===== config.mk =====
export PLATFORM = sky130hd
export DESIGN_NAME = fram_probe_seq
export DESIGN_NICKNAME = d
export VERILOG_FILES = /design/src/rtl/fram_probe_pkg.sv /design/src/rtl/fram_id_decode.sv /design/src/rtl/fram_sn_shift.sv /design/src/rtl/fram_probe_seq.sv
export SDC_FILE = /design/constraint.sdc
export NUM_CORES = 1
export LEC_CHECK = 0
export ABC_AREA = 0
export BUFFER_PORTS_ARGS = -buffer_cell sky130_fd_sc_hd__buf_2
export CAP_MARGIN = 20
export CORE_AREA = 2 2 101 103
export CTS_CLUSTER_SIZE = 24
export DETAILED_ROUTE_END_ITERATION = 10
export DIE_AREA = 0 0 103 105
export GPL_TIMING_DRIVEN = 1
export PLACE_DENSITY = 0.83
export SLEW_MARGIN = 20
export SYNTH_ARGS = -nofsm -noshare
export SYNTH_HDL_FRONTEND = slang
export SYNTH_SLANG_ARGS = --single-unit

===== constraint.sdc =====
create_clock -name clk -period 5.3 [get_ports clk]
set_input_delay 0 -clock clk [delete_from_list [all_inputs] [get_ports clk]]
set_output_delay 0 -clock clk [all_outputs]
set_load 0.01 [all_outputs]

===== src/rtl/fram_probe_pkg.sv =====
package fram_probe_pkg;

    typedef enum logic [2:0] {
        S_GAP   = 3'd0,
        S_OP    = 3'd1,
        S_OP_W  = 3'd2,
        S_DAT   = 3'd3,
        S_DAT_W = 3'd4,
        S_END   = 3'd5,
        S_DONE  = 3'd6
    } state_t;

    typedef enum logic [1:0] {
        CMD_STAT = 2'd0,
        CMD_ID   = 2'd1,
        CMD_SN   = 2'd2
    } cmd_t;

    typedef enum logic [1:0] {
        ERR_NONE  = 2'd0,
        ERR_BUSY  = 2'd1,
        ERR_MAKER = 2'd2,
        ERR_SIZE  = 2'd3
    } err_t;

    localparam logic [7:0] OPC_STATUS = 8'h05;
    localparam logic [7:0] OPC_IDENT  = 8'h9F;
    localparam logic [7:0] OPC_SERIAL = 8'hC3;

endpackage


===== src/rtl/fram_id_decode.sv =====
module fram_id_decode #(
    parameter logic [7:0] MAKER_CODE = 8'hC2,
    parameter logic [7:0] SIZE_MIN   = 8'h21,
    parameter logic [7:0] SIZE_MAX   = 8'h26,
    parameter int         BASE_LOG2  = 14,
    parameter int         WIDE_LOG2  = 16,
    parameter int         CAP_W      = 20
) (
    input  logic [7:0]       maker_byte,
    input  logic [7:0]       size_byte,
    input  logic [7:0]       flag_byte,
    output logic             maker_ok,
    output logic             size_ok,
    output logic [CAP_W-1:0] cap_bytes,
    output logic [1:0]       addr_len,
    output logic             want_serial
);
    logic [7:0] rel_code;

    always_comb begin
        maker_ok    = (maker_byte == MAKER_CODE);
        size_ok     = (size_byte >= SIZE_MIN) && (size_byte <= SIZE_MAX);
        rel_code    = size_byte - SIZE_MIN;
        cap_bytes   = size_ok ? ((CAP_W'(1) << rel_code) << BASE_LOG2) : '0;
        addr_len    = (|(cap_bytes >> (WIDE_LOG2 + 1))) ? 2'd3 : 2'd2;
        want_serial = (flag_byte != 8'h00);
    end
endmodule


===== src/rtl/fram_sn_shift.sv =====
module fram_sn_shift #(
    parameter int SN_LEN = 8
) (
    input  logic                clk,
    input  logic                rst_n,
    input  logic                shift_en,
    input  logic [7:0]          byte_in,
    output logic [SN_LEN*8-1:0] sn_out
);
    logic [7:0] lane_q [SN_LEN];

    for (genvar k = 0; k < SN_LEN; k++) begin : g_lane
        if (k == 0) begin : g_first
            always_ff @(posedge clk or negedge rst_n) begin
                if (!rst_n)        lane_q[k] <= '0;
                else if (shift_en) lane_q[k] <= byte_in;
            end
        end else begin : g_rest
            always_ff @(posedge clk or negedge rst_n) begin
                if (!rst_n)        lane_q[k] <= '0;
                else if (shift_en) lane_q[k] <= lane_q[k-1];
            end
        end
        assign sn_out[8*k +: 8] = lane_q[k];
    end
endmodule


===== src/rtl/fram_probe_seq.sv =====
module fram_probe_seq
    import fram_probe_pkg::*;
#(
    parameter int         ID_LEN     = 9,
    parameter int         SN_LEN     = 8,
    parameter logic [7:0] MAKER_CODE = 8'hC2,
    parameter logic [7:0] SIZE_MIN   = 8'h21,
    parameter logic [7:0] SIZE_MAX   = 8'h26,
    parameter int         BASE_LOG2  = 14,
    parameter int         WIDE_LOG2  = 16,
    localparam int        CAP_W      = BASE_LOG2 + int'(SIZE_MAX - SIZE_MIN) + 1,
    localparam int        SN_W       = SN_LEN * 8
) (
    input  logic             clk,
    input  logic             rst_n,
    output logic             spi_cs_n,
    output logic             xfer_req,
    output logic [7:0]       xfer_tx,
    input  logic             xfer_done,
    input  logic [7:0]       xfer_rx,
    output logic             probe_done,
    output logic             probe_ok,
    output logic [1:0]       probe_err,
    output logic [CAP_W-1:0] capacity,
    output logic [1:0]       addr_bytes,
    output logic             has_serial,
    output logic [SN_W-1:0]  serial
);
    localparam int MAX_LEN = (ID_LEN > SN_LEN) ? ID_LEN : SN_LEN;
    localparam int CNT_W   = $clog2(MAX_LEN + 1);

    typedef struct packed {
        state_t           state;
        cmd_t             cmd;
        logic [CNT_W-1:0] cnt;
        logic [23:0]      win;
        logic             done;
        logic             ok;
        err_t             err;
        logic [CAP_W-1:0] cap;
        logic [1:0]       addr;
        logic             has_sn;
    } regs_t;

    regs_t q, d;

    logic             dec_maker_ok, dec_size_ok, dec_want_sn;
    logic [CAP_W-1:0] dec_cap;
    logic [1:0]       dec_addr;
    logic [CNT_W-1:0] frame_len;
    logic             sn_shift;

    fram_id_decode #(
        .MAKER_CODE(MAKER_CODE), .SIZE_MIN(SIZE_MIN), .SIZE_MAX(SIZE_MAX),
        .BASE_LOG2(BASE_LOG2), .WIDE_LOG2(WIDE_LOG2), .CAP_W(CAP_W)
    ) dec_i (
        .maker_byte (q.win[23:16]),
        .size_byte  (q.win[15:8]),
        .flag_byte  (q.win[7:0]),
        .maker_ok   (dec_maker_ok),
        .size_ok    (dec_size_ok),
        .cap_bytes  (dec_cap),
        .addr_len   (dec_addr),
        .want_serial(dec_want_sn)
    );

    assign sn_shift = (q.state == S_DAT_W) && xfer_done && (q.cmd == CMD_SN);

    fram_sn_shift #(.SN_LEN(SN_LEN)) sn_i (
        .clk     (clk),
        .rst_n   (rst_n),
        .shift_en(sn_shift),
        .byte_in (xfer_rx),
        .sn_out  (serial)
    );

    always_comb begin
        case (q.cmd)
            CMD_STAT: frame_len = CNT_W'(1);
            CMD_ID:   frame_len = CNT_W'(ID_LEN);
            default:  frame_len = CNT_W'(SN_LEN);
        endcase
    end

    always_comb begin
        d = q;
        case (q.state)
            S_GAP:  d.state = S_OP;
            S_OP:   d.state = S_OP_W;
            S_OP_W: begin
                if (xfer_done) begin
                    d.state = S_DAT;
                    d.cnt   = '0;
                end
            end
            S_DAT:  d.state = S_DAT_W;
            S_DAT_W: begin
                if (xfer_done) begin
                    d.win = {q.win[15:0], xfer_rx};
                    d.cnt = q.cnt + CNT_W'(1);
                    d.state = (q.cnt + CNT_W'(1) == frame_len) ? S_END : S_DAT;
                end
            end
            S_END: begin
                case (q.cmd)
                    CMD_STAT: begin
                        if (q.win[0]) begin
                            d.err   = ERR_BUSY;
                            d.state = S_DONE;
                        end else begin
                            d.cmd   = CMD_ID;
                            d.state = S_GAP;
                        end
                    end
                    CMD_ID: begin
                        if (!dec_maker_ok) begin
                            d.err   = ERR_MAKER;
                            d.state = S_DONE;
                        end else if (!dec_size_ok) begin
                            d.err   = ERR_SIZE;
                            d.state = S_DONE;
                        end else begin
                            d.cap  = dec_cap;
                            d.addr = dec_addr;
                            if (dec_want_sn) begin
                                d.cmd   = CMD_SN;
                                d.state = S_GAP;
                            end else begin
                                d.ok    = 1'b1;
                                d.state = S_DONE;
                            end
                        end
                    end
                    default: begin
                        d.ok     = 1'b1;
                        d.has_sn = 1'b1;
                        d.state  = S_DONE;
                    end
                endcase
            end
            default: d.done = 1'b1;
        endcase
    end

    always_ff @(posedge clk or negedge rst_n) begin
        if (!rst_n) q <= regs_t'('0);
        else        q <= d;
    end

    always_comb begin
        spi_cs_n = !((q.state == S_OP) || (q.state == S_OP_W) ||
                     (q.state == S_DAT) || (q.state == S_DAT_W));
        xfer_req = (q.state == S_OP) || (q.state == S_DAT);
        xfer_tx  = 8'h00;
        if (q.state == S_OP) begin
            case (q.cmd)
                CMD_STAT: xfer_tx = OPC_STATUS;
                CMD_ID:   xfer_tx = OPC_IDENT;
                default:  xfer_tx = OPC_SERIAL;
            endcase
        end
    end

    assign probe_done = q.done;
    assign probe_ok   = q.ok;
    assign probe_err  = q.err;
    assign capacity   = q.cap;
    assign addr_bytes = q.addr;
    assign has_serial = q.has_sn;
endmodule


==> results of run 1 <==
==> Yosys cell counts (all sizes together), types with 5 or more instances <==
library cell    n  area share
o21ai           9      0.0086
inv             9      0.0065
nand2          17       0.014
mux2           91        0.24
a21oi           8      0.0077
dfrtp         110        0.53
nand3           5      0.0048
buf            39       0.072
nor2           17       0.013
nor3            5      0.0089
==> stage by stage <==
stage / std cells / worst slack, ps / instance area [um^2]
global route: 603 / 2130 / 5880
floorplan: 387 / 3350 / 5280
CTS: 603 / 1940 / 5880
detailed placement: 577 / 1960 / 5560
global placement: 577 / 2070 / 5560
finish: 603 / 2290 / 5880
==> registers in the layout, indices dropped and copies added, names as in the netlist <==
register and cells:
sn_i.sn_out 64, q 33, capacity 6, addr_bytes 2, probe_err 2, has_serial 1, probe_done 1, probe_ok 1
==> final cells by class <==
class,instances,area share
clock buffers,9,0.0211
clock inverters,7,0.0160
inverters,10,0.00638
multi-input cells,225,0.357
flip-flops and latches,110,0.468
well taps,133,0.0283
repair buffers,109,0.104
==> layer usage <==
layer / track usage / vias up / part of all wire / wire (um)
met2: 0.299 / 106 / 0.49 / 4810
met4: 0.0611 / 0 / 0.019 / 184
met5: 0 / - / 0 / 0
li1: - / 1464 / - / -
met3: 0.0488 / 15 / 0.054 / 535
met1: 0.253 / 1607 / 0.44 / 4330
==> report_power, final <==
| group | internal [W] | leakage, nW | switching [W] |
|---|---|---|---|
| sequential | 0.000925 | 1.48 | 0.000122 |
| combinational | 0.000164 | 1.51 | 0.000190 |
| clock | 0.000196 | 0.108 | 0.000333 |
| total | 0.00129 | 3.10 | 0.000645 |
==> worst max-delay path: cells and delay by family (launching register included) <==
family	cells	cell delay (ps)
flip-flops	1	560
AND/OR/NAND/NOR	3	1580
multiplexers	1	340
buffers and inverters	1	420
==> repair_timing <==
item	in CTS	in global routing
hold endpoints to repair	43	0
buffers inserted	0	0
hold buffers	10	0
==> how the worst max path moves through the flow <==
stage,from,endpoint,slack (ps),cells past startpoint
2_1_floorplan,q[35],addr_bytes[0],3350,7
3_3_place_gp,q[58],sn_i.sn_out[41],2070,5
3_5_place_dp,q[58],sn_i.sn_out[34],1960,5
4_1_cts,q[58],sn_i.sn_out[14],1940,5
5_1_grt,q[58],sn_i.sn_out[14],2130,5
6_report,q[58],sn_i.sn_out[14],2290,5
==> cells in the final DEF (no fill, tap or decap), types with 3 or more instances in the layout <==
master	instances
a21oi_1	8
a22o_1	4
and3_1	3
buf_2	95
buf_4	3
clkbuf_8	9
clkinv_8	3
conb_1	15
dfrtp_1	110
dlygate4sd3_1	10
ha_1	4
inv_1	8
mux2_1	8
mux2_2	23
mux2_4	60
nand2_1	16
nand2b_1	3
nand3_1	5
nor2_1	16
nor3b_1	3
nor4_1	3
o21ai_0	9
xnor2_1	3
xor2_1	4
==> cell families (layout without fill, tap and decap cells) <==
kind of cell | after synthesis | after routing | share of synthesized area
DFF | 110 | 110 | 0.527
muxes | 93 | 93 | 0.243
and+or+nand+nor | 67 | 67 | 0.0733
buffers and inverters | 52 | 135 | 0.0815
AOI/OAI and AO/OA | 39 | 39 | 0.0529
xor gates and xnor gates | 7 | 7 | 0.0117
adders and majority gates | 4 | 4 | 0.00958
other | 1 | 15 | 0.000718
==> results.py, run 1 <==
metrics = {
    "synth": {
        "synthesis.area_um2": 5220,
        "async_flop_share": 1.00,
        "synth_cell_type_count": 53,
        "yosys_warnings": 0,
        "syn_inst": 373,
        "yosysSeqAreaShare": 0.527,
        "synth_ff_type": "dfrtp_1",
        "syn_avg_cell_area_um2": 14.0,
        "synth_edf_count": 0,
        "ys_ff_latch": 110,
    },
    "sta": {
        "tightest_slew_ps": 754,
        "finalCritPeriodShare": 0.568,
        "worst_clock_skew_ps": 12.7,
        "maxSlewViolCount": 0,
        "rsz0062_at_grt": "false",
        "hold_viol_final": 0,
        "fin_tns_setup_ps": 0,
        "final.min_clock_period_ps": 3010,
        "timing.hold.ws_ps": 58.5,
        "slew_headroom": 0.497,
        "setup_violations": 0,
        "max_freq_ghz": 0.332,
    },
    "global_routing": {
        "gr-total-overflow": 0,
        "grt_pass1_wl_um": 16000,
        "grt_usage": 0.189,
        "grt_max_degree": 85,
        "antenna_found_initial": 0,
        "grt_pass1_vias": 3101,
    },
    "floorplanning": {
        "initial_utilization": 0.542,
        "row_count": 36,
        "fp.dieH_um": 105,
        "die_w_um": 103,
        "io_pins": 112,
        "die_area_um2": 10800,
        "core_um2": 9640,
    },
    "setup_path": {
        "r2r-start": "q[58]",
        "r2r_slack_ps": 2290,
        "slowest_stage": "and3b_4",
        "cp.required_ps": 5580,
        "critical_path.endpoint_type": "register",
        "r2r-end": "sn_i.sn_out[14]",
        "max_stage_delay_ps": 790,
        "path_class": "register to register",
        "path_cells": "nor2_2 -> and3_2 -> and3b_4 -> buf_4 -> mux2_4",
        "r2r_cells": 5,
        "arrival_ps": 3290,
        "crit_fanout": 37,
        "start_kind": "register",
    },
    "drt": {
        "wl_um": 9860,
        "wl_per_cell_um": 16.4,
        "drt.antenna.violating_nets": 0,
        "drtIter0Drc": 129,
        "vias": 3192,
        "dr.pass1.iters": 4,
        "vias_per_cell": 5.29,
        "drc": 0,
    },
    "power_and_ir_drop": {
        "p_leak_nw": 3.10,
        "pwr_density_cell_nw_per_um2": 328,
        "p_total_w": 0.00193,
        "ir_drop_mv": 0.187,
    },
    "cells_and_area": {
        "seqCellArea_um2": 2750,
        "fin_nets": 480,
        "multi_input_area_um2": 2100,
        "nFillCells": 779,
        "num_antenna_cells": 0,
        "drive_gt1_frac": 0.445,
        "finish.utilization": 0.610,
        "area_growth_pct": 12.6,
    },
    "clock_tree": {
        "cts.path.max_buffers": 2,
        "clk_latency_ps": 380,
        "cts.sinks": 110,
        "cts_tree": "yes",
        "htreeDepth": 3,
        "cts_root_buffer": "clkbuf_8",
        "cts.clk_slew.worst_paths_ps": 120,
        "cts_buffers": 9,
        "ctsResizeCount": 0,
    },
    "flow_run": {
        "drv_cap": 0,
    },
    "placement": {
        "hpwl_um": 6960,
        "place_congestion": 0.872,
        "portBuffers": 96,
    },
    "min_path": {
        "hp-class": "input port to asynchronous set/reset pin",
    },
    "run_status": {
        "status": "finished, final reports clean",
    },
}
No activity file was read; power rests on OpenSTA's default activity.
==> inputs of run 2 (changes only) <==
Settings changed: CORE_AREA 2 2 101 103 to 2 2 107 109, DIE_AREA 0 0 103 105 to 0 0 109 111, PLACE_DENSITY 0.83 to 0.78.
Clock period 5.3 ns to 2.6 ns, I/O delays scaled along.
==> results.py, run 2 (synthesis results as in run 1) <==
metrics = {
    "clock_tree": {
        "cts_root_buffer": "clkbuf_16",
        "htreeDepth": 3,
        "post_cts.repair.setup_buffers": 0,
        "cts_tree": "yes",
        "cts.clk_slew.worst_paths_ps": 70,
        "cts.path.max_buffers": 2,
        "clk_latency_ps": 350,
        "cts.sinks": 110,
        "ctsResizeCount": 0,
        "cts_buffers": 9,
    },
    "sta": {
        "fin_tns_setup_ps": 0,
        "tightest_slew_ps": 626,
        "slew_headroom": 0.583,
        "worst_clock_skew_ps": 5.78,
        "maxSlewViolCount": 0,
        "layout_setup_ws_ps": 404,
        "rsz0062_at_grt": "false",
        "hold_viol_final": 0,
        "max_freq_ghz": 0.455,
        "final.min_clock_period_ps": 2200,
        "finalCritPeriodShare": 0.845,
        "setup_violations": 0,
    },
    "setup_path": {
        "start_kind": "register",
        "path_class": "register to register",
        "crit_fanout": 7,
        "arrival_ps": 2420,
        "critical_path.endpoint_type": "register",
        "cp.required_ps": 2830,
    },
    "drt": {
        "wl_per_cell_um": 16.0,
        "vias": 3124,
        "drc": 0,
        "wl_um": 9840,
        "dr.pass1.iters": 4,
        "drtIter0Drc": 160,
        "drt.antenna.violating_nets": 0,
        "vias_per_cell": 5.09,
    },
    "floorplanning": {
        "die_w_um": 109,
        "die_area_um2": 12100,
        "io_pins": 112,
        "fp.dieH_um": 111,
        "row_count": 39,
        "core_um2": 11100,
        "initial_utilization": 0.471,
    },
    "cells_and_area": {
        "area_growth_pct": 15.3,
        "final_common_cell": "dfrtp_1",
        "num_antenna_cells": 0,
        "layout_common_cells": "dfrtp_1, buf_2, mux2_4",
        "fin_nets": 481,
        "largest_reg_flops": 64,
        "drive_gt1_frac": 0.446,
    },
    "global_routing": {
        "grt_pass1_vias": 3095,
        "antenna_found_initial": 0,
        "gr-total-overflow": 0,
        "grt_pass1_wl_um": 15900,
        "grt_max_degree": 64,
        "grt_usage": 0.169,
    },
    "placement": {
        "pre_cts_slack_ps": 433,
        "place_congestion": 0.821,
        "hpwl_um": 6910,
        "portBuffers": 96,
    },
    "min_path": {
        "hp-class": "input port to register",
    },
    "power_and_ir_drop": {
        "p_leak_nw": 3.16,
        "ir_drop_mv": 0.505,
        "pwr_density_cell_nw_per_um2": 703,
    },
    "run_status": {
        "status": "finished, final reports clean",
    },
    "flow_run": {
        "drv_cap": 0,
    },
}
-- run 2: cell count changes in the layout (fill, tap and decap cells not counted), moves of 2 or more --
cell and delta:
clkinv_2 +2, clkbuf_8 -8, clkinv_8 -3, buf_12 +3, clkbuf_16 +9
-- run 2: worst paths after layout --
kind / from / to / slack, ps / cells past startpoint
max: q[35] / capacity[19] / 400 / 7
min reg2reg: has_serial / has_serial / 450 / 1
min in group asynchronous: rst_n / sn_i.sn_out[51] / 220 / 2
max in group asynchronous: rst_n / sn_i.sn_out[50] / 1630 / 3
max reg2reg: q[35] / capacity[19] / 400 / 7
min: xfer_done / q[57] / 30 / 3
-- run 2: layout make-up --
cell class | count | area (um^2)
multi-input combinational | 225 | 2100
timing repair buffer | 110 | 648
fill | 925 | 5060
clock inverter | 6 | 66.3
clock buffer | 10 | 239
inverter | 10 | 37.5
tap | 143 | 179
sequential | 110 | 2750
-- run 2: power breakdown --
part	switching (W)	total (W)	internal [W]
registers	0.000236	0.00212	0.00189
logic	0.000382	0.000717	0.000335
clock network	0.000611	0.00139	0.000778
total	0.00123	0.00423	0.00300
-- run 2: per-layer routing --
metal  up-vias  global-route usage  part of all wire
met1      1576               0.230              0.45
met4         0              0.0487            0.0097
met2        81               0.264              0.48
li1       1458                   -                 -
met5         -                   0                 0
met3         9              0.0476             0.054
-- run 2: critical path, cell delays in order (launching register included) --
cell and delay (ps):
dfrtp_1 450, inv_1 190, ha_1 260, nor3b_1 260
mux2i_1 270, a21oi_1 140, and3_1 210, mux2_1 290
-- run 2: through the flow --
stage	area (um^2)	util	power (W)	instances	hold WS (ps)
finish	6020	0.543	0.00423	614	34.0
global route	6020	0.543	0.00447	614	58.4
CTS	6020	0.543	0.00428	614	8.51
detailed placement	5620	0.508	0.00287	589	62.2
global placement	5620	0.508	0.00281	589	46.0
floorplan	5280	-	0.00268	387	-296
-- run 2: repair_timing --
item	CTS	global route
endpoints found under the setup margin	0	0
hold buffers	9	0
hold endpoints to repair	63	0
